`config.mk`:
```
export PLATFORM = sky130hd
export DESIGN_NAME = sysreg_access_guard
export DESIGN_NICKNAME = d
export VERILOG_FILES = /design/src/rtl/sag_pkg.sv /design/src/rtl/sag_match.sv /design/src/rtl/sag_policy.sv /design/src/rtl/sag_store.sv /design/src/rtl/sysreg_access_guard.sv
export SDC_FILE = /design/constraint.sdc
export NUM_CORES = 1
export LEC_CHECK = 0
export BUFFER_PORTS_ARGS = -buffer_cell sky130_fd_sc_hd__buf_2
export CORE_AREA = 2 2 66 68
export CTS_CLUSTER_DIAMETER = 100
export DETAILED_ROUTE_END_ITERATION = 7
export DIE_AREA = 0 0 68 70
export PLACE_DENSITY = 0.73
export SYNTH_ARGS = -nofsm -noshare
export SYNTH_HDL_FRONTEND = slang
export SYNTH_SLANG_ARGS = --single-unit
```
`constraint.sdc`:
```
create_clock -name clk -period 4.55 [get_ports clk]
set_input_delay 0.91 -clock clk [delete_from_list [all_inputs] [get_ports clk]]
set_output_delay 0.91 -clock clk [all_outputs]
set_load 0.005 [all_outputs]
```
`src/rtl/sag_pkg.sv`:
```
package sag_pkg;

    typedef enum logic [1:0] {
        OUT_DONE  = 2'b00,
        OUT_UNDEF = 2'b01,
        OUT_TRAP2 = 2'b10,
        OUT_TRAP3 = 2'b11
    } outcome_e;

    typedef struct packed {
        logic [1:0] op0;
        logic [2:0] op1;
        logic [3:0] crn;
        logic [3:0] crm;
        logic [2:0] op2;
    } enc_t;

    typedef struct packed {
        logic has_l2;
        logic has_sec_l2;
        logic l1_a32_cap;
        logic has_l3;
        logic nv_lo;
        logic dbg_trap;
        logic sec_l2_en;
    } cfg_t;

    localparam enc_t CTL_KEY = '{op0: 2'b11, op1: 3'b100, crn: 4'b0001,
                                 crm: 4'b0011, op2: 3'b001};

endpackage

```
`src/rtl/sag_match.sv`:
```
module sag_match
    import sag_pkg::*;
#(
    parameter enc_t KEY = CTL_KEY
) (
    input  enc_t enc,
    output logic hit
);
    localparam int ENC_W = $bits(enc_t);

    logic [ENC_W-1:0] bit_eq;

    for (genvar i = 0; i < ENC_W; i++) begin : g_cmp
        assign bit_eq[i] = (enc[i] == KEY[i]);
    end

    assign hit = &bit_eq;
endmodule

```
`src/rtl/sag_policy.sv`:
```
module sag_policy
    import sag_pkg::*;
(
    input  logic [1:0] lvl,
    input  logic       secure,
    input  cfg_t       cfg,
    output outcome_e   outcome
);
    logic present;

    assign present = cfg.has_l2 & cfg.has_sec_l2 & cfg.l1_a32_cap;

    always_comb begin
        outcome = OUT_UNDEF;
        if (present) begin
            case (lvl)
                2'd0: outcome = OUT_UNDEF;
                2'd1: begin
                    if (secure && cfg.nv_lo) outcome = OUT_TRAP2;
                    else                     outcome = OUT_UNDEF;
                end
                2'd2: begin
                    if (!secure)                         outcome = OUT_UNDEF;
                    else if (cfg.has_l3 && cfg.dbg_trap) outcome = OUT_TRAP3;
                    else                                 outcome = OUT_DONE;
                end
                default: begin
                    if (cfg.sec_l2_en) outcome = OUT_DONE;
                    else               outcome = OUT_UNDEF;
                end
            endcase
        end
    end
endmodule

```
`src/rtl/sag_store.sv`:
```
module sag_store #(
    parameter int DATA_W = 64,
    parameter int KEEP_W = 2
) (
    input  logic [DATA_W-1:0] wdata,
    output logic [DATA_W-1:0] kept
);
    for (genvar i = 0; i < DATA_W; i++) begin : g_bit
        if (i < KEEP_W) begin : g_keep
            assign kept[i] = wdata[i];
        end else begin : g_zero
            assign kept[i] = 1'b0;
        end
    end
endmodule

```
`src/rtl/sysreg_access_guard.sv`:
```
module sysreg_access_guard
    import sag_pkg::*;
#(
    parameter int             DATA_W     = 64,
    parameter int             KEEP_W     = 2,
    parameter int             CLASS_W    = 6,
    parameter logic [CLASS_W-1:0] TRAP_CLASS = 6'h18
) (
    input  logic              clk,
    input  logic              rst_n,
    input  logic              req_valid,
    input  logic              req_write,
    input  logic [1:0]        req_op0,
    input  logic [2:0]        req_op1,
    input  logic [3:0]        req_crn,
    input  logic [3:0]        req_crm,
    input  logic [2:0]        req_op2,
    input  logic [DATA_W-1:0] req_wdata,
    input  logic [1:0]        cur_lvl,
    input  logic              cur_secure,
    input  logic              l1_narrow,
    input  logic              has_l2,
    input  logic              has_l3,
    input  logic              has_sec_l2,
    input  logic              l1_a32_cap,
    input  logic [2:0]        nv_ctl,
    input  logic              dbg_trap,
    input  logic              sec_l2_en,
    output logic              rsp_valid,
    output logic [1:0]        rsp_code,
    output logic [CLASS_W-1:0] rsp_class,
    output logic [DATA_W-1:0] rsp_rdata,
    output logic              eff_inv_en,
    output logic              eff_noninv_en
);
    typedef struct packed {
        logic               rsp_valid;
        outcome_e           code;
        logic [CLASS_W-1:0] cls;
        logic [DATA_W-1:0]  rdata;
        logic [DATA_W-1:0]  ctl;
    } state_t;

    state_t state_d, state_q;

    enc_t              enc;
    cfg_t              cfg;
    logic              hit;
    outcome_e          outcome;
    logic [DATA_W-1:0] kept_wdata;
    logic [DATA_W-1:0] ctl_bits_q;
    logic              gate_open;

    assign enc = '{op0: req_op0, op1: req_op1, crn: req_crn,
                   crm: req_crm, op2: req_op2};
    assign cfg = '{has_l2: has_l2, has_sec_l2: has_sec_l2,
                   l1_a32_cap: l1_a32_cap, has_l3: has_l3,
                   nv_lo: nv_ctl[0], dbg_trap: dbg_trap,
                   sec_l2_en: sec_l2_en};

    sag_match #(.KEY(CTL_KEY)) u_match (
        .enc (enc),
        .hit (hit)
    );

    sag_policy u_policy (
        .lvl     (cur_lvl),
        .secure  (cur_secure),
        .cfg     (cfg),
        .outcome (outcome)
    );

    sag_store #(.DATA_W(DATA_W), .KEEP_W(KEEP_W)) u_store (
        .wdata (req_wdata),
        .kept  (kept_wdata)
    );

    always_comb begin
        state_d           = state_q;
        state_d.rsp_valid = 1'b0;
        state_d.code      = OUT_DONE;
        state_d.cls       = '0;
        state_d.rdata     = '0;
        if (req_valid && hit) begin
            state_d.rsp_valid = 1'b1;
            state_d.code      = outcome;
            if (outcome == OUT_TRAP2 || outcome == OUT_TRAP3) begin
                state_d.cls = TRAP_CLASS;
            end
            if (outcome == OUT_DONE) begin
                if (req_write) state_d.ctl   = kept_wdata;
                else           state_d.rdata = state_q.ctl;
            end
        end
    end

    always_ff @(posedge clk) begin
        if (!rst_n) begin
            state_q <= '0;
        end else begin
            state_q <= state_d;
        end
    end

    assign ctl_bits_q = state_q.ctl;
    assign gate_open  = cur_secure & l1_narrow;

    assign rsp_valid     = state_q.rsp_valid;
    assign rsp_code      = state_q.code;
    assign rsp_class     = state_q.cls;
    assign rsp_rdata     = state_q.rdata;
    assign eff_inv_en    = gate_open & state_q.ctl[0];
    assign eff_noninv_en = gate_open & state_q.ctl[1];
endmodule


```
* Yosys cells after proc, flatten, opt, wreduce, memory -nomap -nowiden
Cells that the tools add are included.
** Operators by class
- Equal/unequal tests :: 4
- Muxes and demuxes :: 11
- Bitwise gates (word level) :: 17
- Reduce and logical (&&, ||, !) cells :: 10
** Operator list (count)
- $mux W137 :: 1
- $mux W66 :: 1
- $reduce_and A16 Y1 :: 1
- $mux W2 :: 6
- $not A1 Y1 :: 12
- $eq A2 B2 Y1 const B :: 3
- $pmux W2 S3 :: 1
- $and A1 B1 Y1 :: 5
- $mux W5 :: 1
- $logic_not A2 Y1 :: 2
- $reduce_or A4 Y1 :: 1
- $logic_and A1 B1 Y1 :: 3
- $reduce_and A3 Y1 :: 1
- $eq A2 B1 Y1 const B :: 1
- $reduce_and A2 Y1 :: 1
- $logic_or A1 B1 Y1 :: 1
- $mux W1 :: 1
** Word-level totals
- Register bits :: 13
- Output and inout port bits :: 75
- Word-level logic and storage cells :: 47

* Logic depth before layout (Yosys ltp)
- Word-level depth :: 9
- Mapped depth :: 4

* Hierarchy
A second synthesis with hierarchy kept.
** Second synthesis, totals
- Cells, all modules :: 511
- Area total of the unflattened synthesis :: 5076.1 µm²
** Modules (own cells, without submodules)
- sysreg_access_guard :: times used 1, cells an instance 431, area each 4469.3 µm²
- sag_store :: times used 1, cells an instance 65, area each 484.2 µm²
- sag_policy :: times used 1, cells an instance 10, area each 70.1 µm²
- sag_match :: times used 1, cells an instance 5, area each 52.6 µm²

* Least setup slack after synthesis
No wires, ideal clock.
- Kind :: input port to flip-flop
- Start point :: input port req_op2[2]
- End point :: register state_q, in the netlist ctl_bits_q[0]
- Arrival time :: 2.069 ns
- Path slack :: 2.356 ns
- Cell stages on the path :: 4
- Path buffers :: 0
- Cells stage by stage :: or4b_4 nor4b_4 o2111ai_2 mux2i_1
** Between the ends
- Cells in the longest elaborated chain, start to end :: 4
** RTL lines
- from (decl) :: line sysreg_access_guard.sv:17 : input logic [2:0] req_op2,
- $not A1 Y1 :: line sag_match.sv:14 : assign bit_eq[i] = (enc[i] == KEY[i]);
- $reduce_and A16 Y1 :: line sag_match.sv:17 : assign hit = &bit_eq;
- $logic_and A1 B1 Y1 :: line sysreg_access_guard.sv:84 : if (req_valid && hit) begin
- $reduce_and A3 Y1 (no source line)
- to (signal assigned) :: line sysreg_access_guard.sv:101 : state_q <= state_d;
- to (decl) :: line sysreg_access_guard.sv:44 : state_t state_d, state_q;
No other way between the ends.
A chain may end at the register's enable or synchronous reset.

* Worst setup path in the final report
- Start point :: input port cur_secure
- End point :: output port eff_noninv_en
** Between the ends
- Cells in the longest elaborated chain, start to end :: 2
** RTL lines
- from (decl) :: line sysreg_access_guard.sv:20 : input logic cur_secure,
- $and A1 B1 Y1 :: line sysreg_access_guard.sv:106 : assign gate_open = cur_secure & l1_narrow;
- $and A1 B1 Y1 :: line sysreg_access_guard.sv:113 : assign eff_noninv_en = gate_open & state_q.ctl[1];
- to (decl) :: line sysreg_access_guard.sv:34 : output logic eff_noninv_en
No other way between the ends.

==> reports/metrics.yaml <==
outcome:
  outcome: "finished clean"
grt:
  grt.total_usage: 0.0592
  grt_pass1_wl_microns: 2170
  grt_max_degree: 6
  grt_pass1_vias: 530
  antenna_found_initial: 0
  grt_overflow: 0
timing:
  finalCriticalPeriod_ps: 2230
  report.final.slew_viol_count: 0
  setup_viol: 0
  setup_tns_ps: 0
  clock_skew_ps: 0.0280
  hold_violations: 0
  period_share: 0.490
  rsz0062_at_grt: "false"
  max_freq_mhz: 449
drt:
  drt-total-wl_microns: 1560
  via_per_inst: 3.37
  dr.pass1.iters: 4
  drc_errors: 0
  via_count: 708
  ant_nets: 0
  wl_per_cell_microns: 7.44
  drt_iter0_markers: 31
die:
  die_w_microns: 68
  initial_utilization: 0.229
  die_h_microns: 70
  ios: 172
  placementRows: 24
  die-area_sq_um: 4760
  core_area_sq_um: 4140
layout:
  nets: 257
  drive_above_1_share: 0.310
  final_cell_mix: "66 x conb_1, 41 x buf_2, 8 x dfxtp_1"
  final_common_cell: "conb_1"
  antenna_cells: 0
  postLayoutCellArea_sq_um: 1000
  syn_to_final_growth_pct: 5.53
clock_network:
  clock-sinks: 8
  clock_latency_ps: 220
  cts_buffer_depth: 2
  post_cts_buffers: 0
  cts_resized: 0
  cts_root_buf: "clkbuf_8"
  cts_tree: "yes"
  cts_buffers: 3
  clk_pin_slew_ps: 40
  cts-hold-fix-buffers: 0
  cts_htree_levels: 1
setup_path:
  slowest_delay_ps: 160
  critPathKind: "primary input to primary output"
  critical_path_arrival_ps: 1320
  crit_path_frequent_cell: "buf_2"
  crit_buf_inv: 2
  crit_path_end_kind: "primary output"
  cp_slowest_cell: "and3_1"
  path_cells: "buf_2 -> and3_1 -> buf_2"
  startpoint_type: "primary input"
  critical_path.top_delay_family: "buffers and inverters"
  worstPathRequired_ps: 3640
  path_max_fanout: 5
yosys:
  synthDistinctLibCells: 24
  synth-seq-area-share: 0.169
  synth_warnings: 0
  synth_area_sq_um: 950
  synth_seq_cells: 8
  avgSynthCellArea_sq_um: 8.19
  syn_inst: 116
worst_hold_path:
  hold_path.class: "register to register"
run:
  maxCapViolCount: 0
placement:
  io_buffers: 41
  gp_congestion: 0.752
  dpl_cell_area_sq_um: 961
pwr:
  p_leak_nw: 0.598
  powerDensity_nw_per_um2: 188
  ir_worst_vdd_uv: 48.2
  total_power_mw: 0.188
## synthesized netlist by cell type, drive strengths merged
library cell / number / area share
nand3b: 2 / 0.016
or4: 1 / 0.0079
nor4: 1 / 0.022
and3b: 1 / 0.0092
nor2b: 1 / 0.0066
dfxtp: 8 / 0.17
nand3: 2 / 0.011
nor4b: 1 / 0.025
o2111ai: 2 / 0.025
nor3: 5 / 0.026
nand2: 7 / 0.028
buf: 67 / 0.53
o21ai: 2 / 0.014
nand4b: 1 / 0.0092
and4b: 1 / 0.011
conb: 1 / 0.0039
a21oi: 1 / 0.0053
mux2i: 2 / 0.021
inv: 5 / 0.020
nand4: 1 / 0.0066
and3: 3 / 0.020
or4b: 1 / 0.014
## metal layers
metal  global-route usage  vias to the layer above  share of wire
li1                     -                      332              -
met1               0.0473                      304           0.26
met2                0.124                       72           0.53
met3               0.0129                        0           0.20
met4               0.0267                        0              0
met5                    0                        -              0
## worst min-delay path, stage by stage (launching register included)
cell and delay, ps:
dfxtp_1 310, inv_1 50, nor3_1 40
## path summary, 6_finish.rpt
path,start,end,slack (ps),cells after the start
max,cur_secure,eff_noninv_en,2320,3
min,ctl_bits_q[0],rsp_rdata[0],460,2
max reg2reg,ctl_bits_q[1],rsp_rdata[1],3910,2
min reg2reg,ctl_bits_q[0],rsp_rdata[0],460,2
## metrics by stage
stage / util / cells / setup slack (ps) / hold WS, ps
floorplan: - / 181 / 2360 / 424
global placement: 0.232 / 207 / 2160 / 446
detailed placement: 0.232 / 207 / 2140 / 455
CTS: 0.242 / 210 / 2310 / 460
global route: 0.242 / 210 / 2270 / 484
finish: 0.242 / 210 / 2320 / 456
## registers in the layout, indices dropped and copies added, names as in the netlist
name	cells
rsp_valid	1
ctl_bits_q	2
rsp_rdata	2
rsp_class	1
rsp_code	2
## power by group
group	leakage, nW	total, mW	internal [mW]	switching (mW)
registers	0.0644	0.0705	0.0705	0.0000000236
clock network	0.0216	0.0809	0.0569	0.0239
logic	0.512	0.0368	0.0132	0.0236
total	0.598	0.188	0.141	0.0475
## layout make-up
type	count	area, sq um
well taps	52	65.1
fillers	483	3140
repair buffers	41	205
flip-flops and latches	8	160
clock buffers	3	41.3
inverters	5	18.8
multi-input cells	101	512
## cells by family (layout without fill, tap and decap cells)
logic type | count (synthesis) | count (layout) | share of synthesized area
simple gates | 28 | 28 | 0.212
buf+inv | 72 | 49 | 0.549
flops | 8 | 8 | 0.169
other cells | 1 | 66 | 0.00395
compound gates | 5 | 5 | 0.0448
mux | 2 | 2 | 0.0211
Power figures use the tool's default switching activity.
